[config.mk]
export PLATFORM = sky130hd
export DESIGN_NAME = lock_mutex
export DESIGN_NICKNAME = d
export VERILOG_FILES = /design/src/rtl/mutex_pkg.sv /design/src/rtl/mutex_rst_sync.sv /design/src/rtl/mutex_wr_decode.sv /design/src/rtl/mutex_lock_reg.sv /design/src/rtl/lock_mutex.sv
export SDC_FILE = /design/constraint.sdc
export NUM_CORES = 1
export LEC_CHECK = 0
export BUFFER_PORTS_ARGS = -buffer_cell sky130_fd_sc_hd__buf_2
export CAP_MARGIN = 20
export CORE_MARGIN = 4
export CORE_UTILIZATION = 30
export CTS_BUF_LIST = sky130_fd_sc_hd__clkbuf_16
export CTS_CLUSTER_SIZE = 14
export DETAILED_ROUTE_END_ITERATION = 8
export PLACE_DENSITY = 0.64
export SKIP_LAST_GASP = 1
export SLEW_MARGIN = 20
export SYNTH_ARGS = -nofsm -noshare
export SYNTH_HDL_FRONTEND = slang
export SYNTH_SLANG_ARGS = --single-unit
[constraint.sdc]
create_clock -name clk -period 2.05 [get_ports clk]
set_clock_uncertainty 0.1 [all_clocks]
set_input_delay 0.615 -clock clk [delete_from_list [all_inputs] [get_ports clk]]
set_output_delay 0.615 -clock clk [all_outputs]
set_load 0.1 [all_outputs]
[src/rtl/mutex_pkg.sv]
package mutex_pkg;

  // Classification of one cycle on the write port
  typedef enum logic [1:0] {
    WK_NONE    = 2'd0,
    WK_TAKE    = 2'd1,
    WK_RELEASE = 2'd2,
    WK_IGNORE  = 2'd3
  } wr_kind_e;

endpackage

[src/rtl/mutex_rst_sync.sv]
module mutex_rst_sync #(
  parameter int STAGES = 2
) (
  input  logic clk,
  input  logic rst_n,
  output logic rst_sync_n
);

  logic [STAGES-1:0] chain_q;
  logic [STAGES-1:0] chain_d;

  generate
    if (STAGES == 1) begin : g_single
      assign chain_d = 1'b1;
    end else begin : g_multi
      assign chain_d = {chain_q[STAGES-2:0], 1'b1};
    end
  endgenerate

  always_ff @(posedge clk or negedge rst_n) begin
    if (!rst_n) begin
      chain_q <= '0;
    end else begin
      chain_q <= chain_d;
    end
  end

  assign rst_sync_n = chain_q[STAGES-1];

endmodule

[src/rtl/mutex_wr_decode.sv]
module mutex_wr_decode
  import mutex_pkg::*;
#(
  parameter int DATA_W = 32
) (
  input  logic              wr_en,
  input  logic [DATA_W-1:0] wr_data,
  input  logic              lock_q,
  output wr_kind_e          kind
);

  localparam int LOCK_POS = DATA_W - 1;

  always_comb begin
    if (!wr_en) begin
      kind = WK_NONE;
    end else if (wr_data == '0) begin
      kind = WK_RELEASE;
    end else if (!lock_q && wr_data[LOCK_POS]) begin
      kind = WK_TAKE;
    end else begin
      kind = WK_IGNORE;
    end
  end

endmodule

[src/rtl/mutex_lock_reg.sv]
module mutex_lock_reg
  import mutex_pkg::*;
#(
  parameter int DATA_W = 32
) (
  input  logic              clk,
  input  logic              rst_n,
  input  wr_kind_e          kind,
  input  logic [DATA_W-2:0] wr_id,
  output logic              lock_q,
  output logic [DATA_W-2:0] id_q
);

  localparam int ID_W = DATA_W - 1;

  logic            lock_d;
  logic [ID_W-1:0] id_d;
  logic            upd_en;

  // Next-state process
  always_comb begin
    upd_en = 1'b0;
    lock_d = lock_q;
    id_d   = id_q;
    unique case (kind)
      WK_TAKE: begin
        upd_en = 1'b1;
        lock_d = 1'b1;
        id_d   = wr_id;
      end
      WK_RELEASE: begin
        upd_en = 1'b1;
        lock_d = 1'b0;
      end
      default: begin
        upd_en = 1'b0;
      end
    endcase
  end

  // Register process with explicit clock enable
  always_ff @(posedge clk or negedge rst_n) begin
    if (!rst_n) begin
      lock_q <= 1'b0;
      id_q   <= '0;
    end else if (upd_en) begin
      lock_q <= lock_d;
      id_q   <= id_d;
    end
  end

endmodule

[src/rtl/lock_mutex.sv]
module lock_mutex
  import mutex_pkg::*;
#(
  parameter int DATA_W      = 32,
  parameter int SYNC_STAGES = 2
) (
  input  logic              clk,
  input  logic              rst_n,
  input  logic              wr_en,
  input  logic [DATA_W-1:0] wr_data,
  output logic [DATA_W-1:0] rd_data,
  output logic              locked
);

  localparam int ID_W = DATA_W - 1;

  logic            rst_sync_n;
  wr_kind_e        kind;
  logic            lock_q;
  logic [ID_W-1:0] id_q;

  mutex_rst_sync #(
    .STAGES(SYNC_STAGES)
  ) i_rst_sync (
    .clk       (clk),
    .rst_n     (rst_n),
    .rst_sync_n(rst_sync_n)
  );

  mutex_wr_decode #(
    .DATA_W(DATA_W)
  ) i_wr_decode (
    .wr_en  (wr_en),
    .wr_data(wr_data),
    .lock_q (lock_q),
    .kind   (kind)
  );

  mutex_lock_reg #(
    .DATA_W(DATA_W)
  ) i_lock_reg (
    .clk   (clk),
    .rst_n (rst_sync_n),
    .kind  (kind),
    .wr_id (wr_data[ID_W-1:0]),
    .lock_q(lock_q),
    .id_q  (id_q)
  );

  assign rd_data = {lock_q, id_q};
  assign locked  = lock_q;

endmodule

==> flow_metrics.tcl, run 1 <==
set metrics [dict create \
    antenna_left 0 \
    io_pins 68 \
    finalPower_mw 2.78 \
    dr.first_iter.drc_count 30 \
    cp_top_family "simple AND/OR/NAND/NOR gates" \
    multi_input_area_sq_um 596 \
    syn2layout_area_growth_pct 57.7 \
    hold_viol 0 \
    clock_latency_ns 0.27 \
    n_fill_cell 403 \
    fmax_ghz 0.499 \
    synth_edf_count 0 \
    peakVddDrop_uv 681 \
    status "finished, final reports clean" \
    htree_num_levels 2 \
    synthTopCellsByArea "dfrtp_1 62%, mux2_2 26%, nor4_1 3.2%, buf_4 2.2%, ha_1 1.8%" \
    reg2reg_depth 4 \
    reg2reg_slack_ns 0.29 \
    drv_cap 0 \
    die_y_um 75.5 \
    routedWlPerCell_um 15.5 \
    hold_buffers 0 \
    grt-busiest-layer "met2" \
    synthDistinctLibCells 13 \
    drc 0 \
    crit_chain "buf_6, nor4_4, nand4_1, o21a_1, ha_4, buf_12, mux2_2" \
    post-route-min-period_ns 2.01 \
    yosysWarnings 0 \
    die_x_um 75.5 \
    root_buffer "clkbuf_16" \
    hpwl_mm 2.49 \
    syn_area_sq_mm 0.00137 \
    syn_nets 126 \
    design_area_sq_mm 0.00215 \
    async_flop_share_pct 100 \
    grt_start_max_net_pins 33 \
    synthTopCellsByCount "34 x dfrtp_1, 31 x mux2_2, 7 x nor4_1, 4 x buf_4, 3 x inv_1" \
    power.density_mw_per_mm2 1290 \
    register_area_sq_um 852 \
    antenna_found_initial 0 \
    port_buffers 67 \
    grt_util_all_layers_pct 12.2 \
    grt_util_met1_pct 14.5 \
    p_comb_share_pct 45.4 \
    grtUsageMet2_pct 19.8 \
    hold_class "in2async" \
    p_sw_mw 1.32 \
    synth_seq_area_share_pct 62.3 \
    crit_path_end_kind "flop" \
    power.share.sequential_pct 30.2 \
    crit_buf_inv 2 \
    n_antenna_cell 0 \
    synth_area_leader_cell "dfrtp_1" \
    core_sq_mm 0.00438 \
    synth_ff_type "dfrtp_1" \
    layout.nets 203 \
    cts_tree "built" \
    num_rows 24 \
    synth_top_area_share_pct 62.3 \
    routed_wirelength_mm 3.40 \
    yosysMostFrequentCell "dfrtp_1" \
    met3_usage_pct 4.62 \
    numCtsBuffers 5 \
    critPathSlowestCell "nor4_4" \
    first_global_vias 1085 \
    drive_above_1_share_pct 71.9 \
    start_kind "input port" \
    switching_share_pct 47.4 \
    crit_arrival_ns 2.05 \
    crit_fanout 16 \
    rsz0062_at_grt "true" \
    r2r_start "i_lock_reg.lock_q$_DFFE_PN0P_" \
    vias_per_cell 4.74 \
    placed_area_sq_mm 0.00179 \
    syn-instance-count 89 \
    routabilityCongestion 0.687 \
    crit_type "in2reg" \
    p_int_mw 1.46 \
    power.share.clock_pct 24.4 \
    startpoint "wr_data[7]" \
    start_util_pct 31.2 \
    clkTransAtPathRegs_ns 0.05 \
    leakagePower_nw 0.981 \
    cpPeakStageDelay_ns 0.29 \
    setup_viol 0 \
    num_vias 1038 \
    final.period_utilization_pct 97.8 \
    syn_avg_cell_area_sq_um 15.4 \
    synth-seq-cells 34 \
    grt_pass1_wl_mm 5.09 \
    drv_slew 0 \
    clock_path_buffers 2 \
    timing.rr.end "i_lock_reg.id_q[9]$_DFFE_PN0P_" \
    cts_sinks 34 \
    worst_ep_required_time_ns 2.09 \
    drt_pass1_iterations 4 \
    grt-ovfl-total 0 \
    dieArea_sq_mm 0.00570 \
]
-- stage by stage --
stage / utilization, % / hold slack (ns) / setup TNS [ns] / setup slack [ns] / cells
floorplan: - / 0.219 / 0 / 0.00297 / 89
global placement: 40.8 / 0.161 / -11.78 / -0.380 / 209
detailed placement: 40.8 / 0.182 / -13.60 / -0.450 / 209
CTS: 46.1 / 0.0125 / 0 / 0.0128 / 217
global route: 49.1 / 0.0135 / -0.379 / -0.0302 / 219
finish: 49.1 / 0.0180 / 0 / 0.0447 / 219
-- worst max-delay path by stage --
stage,slack (ns),endpoint,cells past startpoint
floorplan,0.003,i_lock_reg.id_q[10]$_DFFE_PN0P_,6
global placement,-0.38,i_lock_reg.id_q[1]$_DFFE_PN0P_,8
detailed placement,-0.45,i_lock_reg.id_q[9]$_DFFE_PN0P_,8
CTS,0.01,i_lock_reg.id_q[9]$_DFFE_PN0P_,7
global route,-0.03,i_lock_reg.id_q[22]$_DFFE_PN0P_,7
finish,0.04,i_lock_reg.id_q[9]$_DFFE_PN0P_,7
-- layout make-up --
class                   count  area share (%)
inverters                   3           0.523
well taps                  52            3.02
multi-input cells          48            27.6
repair buffers             74            22.9
clock buffers               5            5.81
flip-flops and latches     34            39.5
clock inverters             3           0.523
-- metal layers --
| layer | routed length (um) | up-vias |
|---|---|---|
| li1 | - | 479 |
| met1 | 1390 | 524 |
| met2 | 1740 | 31 |
| met3 | 204 | 4 |
| met4 | 56 | 0 |
| met5 | 0 | - |
-- worst reg2reg max path, delay by kind of cell, from the launching register on --
kind | cells | cell delay (ns)
multiplexers | 1 | 0.34
AO/OA/AOI/OAI | 1 | 0.34
buffers and inverters | 1 | 0.17
adder cells (fa/ha/maj) | 1 | 0.27
flip-flops | 1 | 0.41
-- sequential cells by signal, summed over array words and instances, names as in the netlist --
| register | count |
|---|---|
| i_lock_reg.id_q | 31 |
| i_rst_sync.chain_q | 2 |
| i_lock_reg.lock_q | 1 |
-- timing repair --
action / in CTS / in global routing
cloned: 1 / 1
endpoints found under the setup margin: 31 / 31
resized for setup: 11 / 24
pin swaps: 4 / 4
buffers inserted: 1 / 1
-- cells by family after synthesis --
| kind of cell | share of synthesized area, % |
|---|---|
| other | 0.274 |
| and+or+nand+nor | 5.04 |
| muxes | 26.3 |
| AOI/OAI and AO/OA | 1.28 |
| adders and majority gates | 1.83 |
| DFF | 62.3 |
| buffers and inverters | 3.02 |
-- power groups by stage --
stage,combinational [mW],sequential [mW],clock [mW]
global placement,1.21,0.847,0
detailed placement,1.22,0.852,0
global route,1.31,0.857,0.726
floorplan,0.172,1.69,0
finish,1.26,0.840,0.678
CTS,1.24,0.841,0.702
-- cells in the final DEF (no fill, tap or decap), drive strengths merged --
cell type / netlist / layout
nor4: 8 / 8
inv: 3 / 3
nand4: 2 / 2
mux2i: 1 / 1
ha: 2 / 2
clkbuf: 0 / 6
o21a: 1 / 1
clkinv: 0 / 3
o21ai: 2 / 2
buf: 4 / 73
conb: 1 / 1
dfrtp: 34 / 34
mux2: 31 / 31
(Power assumes the default switching activity.)
==> inputs of run 2 (changes only) <==
--- a/config.mk
+++ b/config.mk
@@ -17,4 +17,5 @@
 export SLEW_MARGIN = 20
 export SYNTH_ARGS = -nofsm -noshare
 export SYNTH_HDL_FRONTEND = slang
+export SYNTH_HIERARCHICAL = 1
 export SYNTH_SLANG_ARGS = --single-unit
==> run 2 against run 1 <==
Effect of this change: power is 1.0% higher; worst hold slack worse by 0.0028 ns; sequential share of layout area is 0.85 points lower; cell count stayed put; critical path depth stayed put; critical endpoint is now i_lock_reg/id_q[25]$_DFFE_PN0P_.
==> flow_metrics.tcl, run 2 <==
set metrics [dict create \
    status "finished, final reports clean" \
    cts_tree "built" \
    syn2layout_area_growth_pct 59.0 \
    hold_viol 0 \
    reg_top3 "i_lock_reg/id_q: 31 flops, i_rst_sync/chain_q: 2 flops, i_lock_reg/lock_q: 1 flops" \
    yosysWarnings 6 \
    syn_area_sq_mm 0.00139 \
    largest_reg_flops 31 \
    multi_input_area_sq_um 602 \
    crit_path_end_kind "flop" \
    synth_ff_type "dfrtp_1" \
    crit_type "in2reg" \
    leakagePower_nw 1.01 \
    setup_viol 0 \
    async_flop_share_pct 100 \
    clock_latency_ns 0.27 \
    grt-ovfl-total 0 \
    first_global_vias 1161 \
    reg2reg_slack_ns 0.39 \
    htree_num_levels 2 \
    cts_sinks 34 \
    peakVddDrop_uv 1020 \
    hold_buffers 0 \
    num_vias 1043 \
    clock_path_buffers 2 \
    final.period_utilization_pct 99.5 \
    core_sq_mm 0.00441 \
    layout.nets 204 \
    fin_util_pct 49.9 \
    crit_chain "buf_2, nor4_4, nand4_1, o21a_1, ha_4, buf_12, mux2_4" \
    grt_util_all_layers_pct 13.3 \
    start_util_pct 31.4 \
    placed_area_sq_mm 0.00181 \
    rsz0062_at_grt "true" \
    largest-register "i_lock_reg/id_q" \
    grt_util_met1_pct 13.1 \
    synth-seq-cells 34 \
    met3_usage_pct 5.45 \
    die_y_um 75.9 \
    vias_per_cell 4.76 \
    antenna_left 0 \
    register_area_sq_um 852 \
    drt_pass1_iterations 3 \
    grt-busiest-layer "met2" \
    port_buffers 67 \
    cpPeakStageDelay_ns 0.29 \
    synthTopCellsByCount "34 x dfrtp_1, 31 x mux2_2, 6 x nor4_1, 4 x inv_1, 3 x buf_6" \
    fin_setup_tns_ns 0 \
    io_pins 68 \
    crit_fanout 6 \
    drv_slew 0 \
    hpwl_mm 2.60 \
    syn_nets 126 \
    hold_class "in2async" \
    n_fill_cell 395 \
    final_cells 219 \
    dr.first_iter.drc_count 27 \
    n_antenna_cell 0 \
    grt_pass1_wl_mm 5.95 \
    drive_above_1_share_pct 72.5 \
    synthTopCellsByArea "dfrtp_1 61%, mux2_2 25%, nor4_1 2.7%, buf_6 2.4%, ha_1 1.8%" \
    clkTransAtPathRegs_ns 0.05 \
    drv_cap 0 \
    post-route-min-period_ns 2.04 \
    synth_edf_count 0 \
    critPathSlowestCell "mux2_4" \
    num_rows 24 \
    synth_seq_area_share_pct 61.4 \
    power.density_mw_per_mm2 1280 \
    fmax_ghz 0.490 \
    design_area_sq_mm 0.00220 \
    syn_avg_cell_area_sq_um 15.6 \
    grtUsageMet2_pct 24.4 \
    dieArea_sq_mm 0.00577 \
    start_kind "input port" \
    dp.cells 211 \
    final_cell_mix "58 x buf_2, 33 x dfrtp_1, 30 x mux2_2" \
    final_common_cell "buf_2" \
    routed_wirelength_mm 3.83 \
    yosysMostFrequentCell "dfrtp_1" \
    synth_area_leader_cell "dfrtp_1" \
    numCtsBuffers 5 \
    antenna_found_initial 0 \
    die_x_um 75.9 \
    routedWlPerCell_um 17.5 \
    crit_arrival_ns 2.09 \
    worst_ep_required_time_ns 2.10 \
    synthDistinctLibCells 13 \
    root_buffer "clkbuf_16" \
    syn-instance-count 89 \
    routabilityCongestion 0.726 \
    synth_top_area_share_pct 61.4 \
    drc 0 \
    grt_start_max_net_pins 25 \
]
run 2: cell types whose count changed after synthesis, sizes merged:
| cell | delta |
|---|---|
| o21ai | -2 |
| inv | +1 |
| a21boi | +1 |
run 2: what timing repair did:
action,in CTS,in global routing
gates resized for setup,22,11
setup endpoints to repair,31,31
setup buffers,1,0
cloned,3,0
pin swaps,7,6
run 2: cells by family after synthesis:
family	share of synthesized area, %
DFF	61.4
muxes	25.9
and+or+nand+nor	5.42
buffers and inverters	4.06
AOI/OAI and AO/OA	1.08
adders and majority gates	1.81
other	0.271
run 2: worst max-delay path: cells and delay by family:
family / cells / cell delay (ns)
simple gates: 2 / 0.42
buf+inv: 2 / 0.28
compound gates: 1 / 0.23
fa+ha+maj: 1 / 0.24
mux: 1 / 0.29
run 2: per-stage QoR:
stage	worst slack (ns)	hold WS, ns	total power [mW]
6_report	0.0104	0.0152	2.81
5_1_grt	-0.0470	0.0103	2.90
4_1_cts	-0.000187	0.0135	2.82
3_5_place_dp	-0.348	0.0759	2.08
3_3_place_gp	-0.294	0.0488	2.05
2_1_floorplan	0.0411	0.219	1.86
run 2: path summary, 6_finish.rpt:
check	start	endpoint	cells past startpoint
hold reg to reg	i_rst_sync/chain_q[1]$_DFF_PN0_	i_lock_reg/id_q[29]$_DFFE_PN0P_	0
max in group asynchronous	i_rst_sync/chain_q[1]$_DFF_PN0_	i_lock_reg/id_q[18]$_DFFE_PN0P_	1
min in group clk	i_rst_sync/chain_q[0]$_DFF_PN0_	i_rst_sync/chain_q[1]$_DFF_PN0_	0
setup / recovery	wr_data[11]	i_lock_reg/id_q[25]$_DFFE_PN0P_	7
setup reg to reg	i_lock_reg/lock_q$_DFFE_PN0P_	i_lock_reg/id_q[25]$_DFFE_PN0P_	6
hold / removal	rst_n	i_rst_sync/chain_q[1]$_DFF_PN0_	1
run 2: final cells by class:
cell class / instances / area share [%]
clock inverters: 2 / 0.341
multi-input cells: 47 / 27.3
well taps: 52 / 2.95
clock buffers: 5 / 5.68
repair buffers: 75 / 24.3
flip-flops and latches: 34 / 38.7
inverters: 4 / 0.682
run 2: report_power, final:
part           total [mW]  leakage [nW]  internal (mW)  switching (mW)
Combinational        1.29         0.546          0.257            1.03
Clock               0.678        0.0723          0.433           0.245
Sequential          0.847         0.396          0.787          0.0602
run 2: layer usage:
metal / vias up / routed length, um
met5: - / 0
met4: 0 / 76
met3: 8 / 226
met2: 39 / 2220
met1: 522 / 1310
li1: 474 / -
==> inputs of run 3 (changes only) <==
--- a/config.mk
+++ b/config.mk
@@ -5,17 +5,15 @@
 export SDC_FILE = /design/constraint.sdc
 export NUM_CORES = 1
 export LEC_CHECK = 0
-export BUFFER_PORTS_ARGS = -buffer_cell sky130_fd_sc_hd__buf_2
 export CAP_MARGIN = 20
 export CORE_MARGIN = 4
 export CORE_UTILIZATION = 30
 export CTS_BUF_LIST = sky130_fd_sc_hd__clkbuf_16
 export CTS_CLUSTER_SIZE = 14
 export DETAILED_ROUTE_END_ITERATION = 8
-export PLACE_DENSITY = 0.64
+export DONT_BUFFER_PORTS = 1
+export PLACE_DENSITY = 0.52
 export SKIP_LAST_GASP = 1
-export SLEW_MARGIN = 20
 export SYNTH_ARGS = -nofsm -noshare
 export SYNTH_HDL_FRONTEND = slang
-export SYNTH_HIERARCHICAL = 1
 export SYNTH_SLANG_ARGS = --single-unit
==> run 3 against run 2 <==
Effect of this change: maximum frequency grew 4.2%; clock-buffer cell count is the same; cell count shrank 30%; register-to-register slack gained 0.04 ns; worst hold slack gained 0.14 ns; routed wire length shrank 27%; sequential share of layout area grew 12 points; largest power group is now registers.
==> flow_metrics.tcl, run 3 (synthesized netlist as in run 1, its figures left out) <==
set metrics [dict create \
    status "finished, final reports clean" \
    fmax_ghz 0.511 \
    cp_top_family "simple AND/OR/NAND/NOR gates" \
    setup_viol 0 \
    hpwl_mm 2.19 \
    dp.cells 147 \
    rsz0062_at_grt "false" \
    dieArea_sq_mm 0.00570 \
    drt_pass1_iterations 2 \
    dr.first_iter.drc_count 31 \
    core_sq_mm 0.00438 \
    grt-ovfl-total 0 \
    hold_class "reg2async" \
    reg_top3 "i_lock_reg.id_q: 31 flops, i_rst_sync.chain_q: 2 flops, i_lock_reg.lock_q: 1 flops" \
    crit_type "in2reg" \
    crit_fanout 24 \
    routed_wirelength_mm 2.80 \
    fin_ws_ns 0.0919 \
    syn2layout_area_growth_pct 21.9 \
    placed_area_sq_mm 0.00149 \
    power.share.sequential_pct 61.4 \
    power.share.clock_pct 25.7 \
    n_fill_cell 412 \
    largest_reg_flops 31 \
    worst_ep_required_time_ns 2.10 \
    n_antenna_cell 0 \
    p_int_mw 1.33 \
    peakVddDrop_uv 492 \
    first_global_vias 858 \
    start_kind "input port" \
    critPathSlowestCell "mux2_2" \
    vias_per_cell 4.94 \
    power.density_mw_per_mm2 1550 \
    grt_util_all_layers_pct 10.1 \
    design_area_sq_mm 0.00167 \
    drv_cap 0 \
    finalPower_mw 2.58 \
    crit_chain "nor4_2, buf_4, nand4_1, o21a_1, ha_2, buf_12, mux2_2" \
    leakagePower_nw 0.687 \
    cpPeakStageDelay_ns 0.28 \
    drc 0 \
    switching_share_pct 48.4 \
    clkTransAtPathRegs_ns 0.05 \
    htree_num_levels 2 \
    die_y_um 75.5 \
    io_pins 68 \
    maxSlewHeadroom_pct 39.0 \
    fin_setup_tns_ns 0 \
    num_rows 24 \
    whs_ns 0.156 \
    final.period_utilization_pct 95.5 \
    grt_pass1_wl_mm 4.19 \
    clock_latency_ns 0.27 \
    cts_tree "built" \
    crit_arrival_ns 2.00 \
    routabilityCongestion 0.659 \
    worst_pin_slew_ns 0.915 \
    antenna_found_initial 0 \
    crit_buf_inv 2 \
    root_buffer "clkbuf_16" \
    final_cells 154 \
    numCtsBuffers 5 \
    cts_sinks 34 \
    layout.nets 140 \
    dpl_worst_slack_ns -0.323 \
    grt_start_max_net_pins 33 \
    antenna_left 0 \
    final_common_cell "dfrtp_1" \
    port_buffers 0 \
    hold_viol 0 \
    num_vias 760 \
    p_sw_mw 1.25 \
    crit_path_end_kind "flop" \
    largest-register "i_lock_reg.id_q" \
    clock_path_buffers 2 \
    p_comb_share_pct 13.0 \
    drv_slew 0 \
    fin_util_pct 38.0 \
    routedWlPerCell_um 18.2 \
    final_cell_mix "33 x dfrtp_1, 31 x mux2_2, 9 x buf_4" \
    post-route-min-period_ns 1.96 \
    start_util_pct 31.2 \
    die_x_um 75.5 \
    drive_above_1_share_pct 52.0 \
]
[run 3: routing by layer]
layer | routed length [um] | part of all wire [%] | global-route usage (%)
met1 | 1010 | 36 | 12.3
met4 | 54 | 1.9 | 4.66
met3 | 256 | 9.1 | 3.83
met2 | 1480 | 53 | 15.8
met5 | 0 | 0 | 0
[run 3: what timing repair did]
item / in CTS / in global routing
buffers inserted: 0 / 0
gates cloned: 0 / 0
endpoints found under the hold margin: 2 / 0
hold buffers: 1 / 0
setup endpoints to repair: 31 / 31
gates resized for setup: 2 / 3
[run 3: layout make-up]
type / instances / area, sq um / share of cell area (%)
Clock inverter: 1 / 3.75 / 0.225
Timing Repair Buffer: 11 / 97.6 / 5.86
Tap cell: 52 / 65.1 / 3.91
Clock buffer: 5 / 125 / 7.51
Multi-Input combinational cell: 48 / 510 / 30.7
Inverter: 3 / 11.3 / 0.676
Sequential cell: 34 / 852 / 51.2
[run 3: power groups by stage]
stage               clock (mW)  sequential (mW)  combinational [mW]
CTS                      0.693             1.59               0.339
finish                   0.663             1.58               0.335
floorplan                    0             1.69               0.172
detailed placement           0             1.60               0.337
global placement             0             1.60               0.326
global route             0.732             1.60               0.357
[run 3: path summary, 6_finish.rpt]
kind | startpoint | endpoint | slack (ns) | cells past startpoint
hold / removal | i_rst_sync.chain_q[1]$_DFF_PN0_ | i_lock_reg.id_q[13]$_DFFE_PN0P_ | 0.16 | 1
max in group asynchronous | rst_n | i_rst_sync.chain_q[1]$_DFF_PN0_ | 1.24 | 1
min in group clk | i_rst_sync.chain_q[0]$_DFF_PN0_ | i_rst_sync.chain_q[1]$_DFF_PN0_ | 0.25 | 0
setup / recovery | wr_data[11] | i_lock_reg.id_q[4]$_DFFE_PN0P_ | 0.09 | 7
hold reg to reg | i_rst_sync.chain_q[1]$_DFF_PN0_ | i_lock_reg.id_q[13]$_DFFE_PN0P_ | 0.16 | 1
setup reg to reg | i_lock_reg.lock_q$_DFFE_PN0P_ | i_lock_reg.id_q[4]$_DFFE_PN0P_ | 0.43 | 4
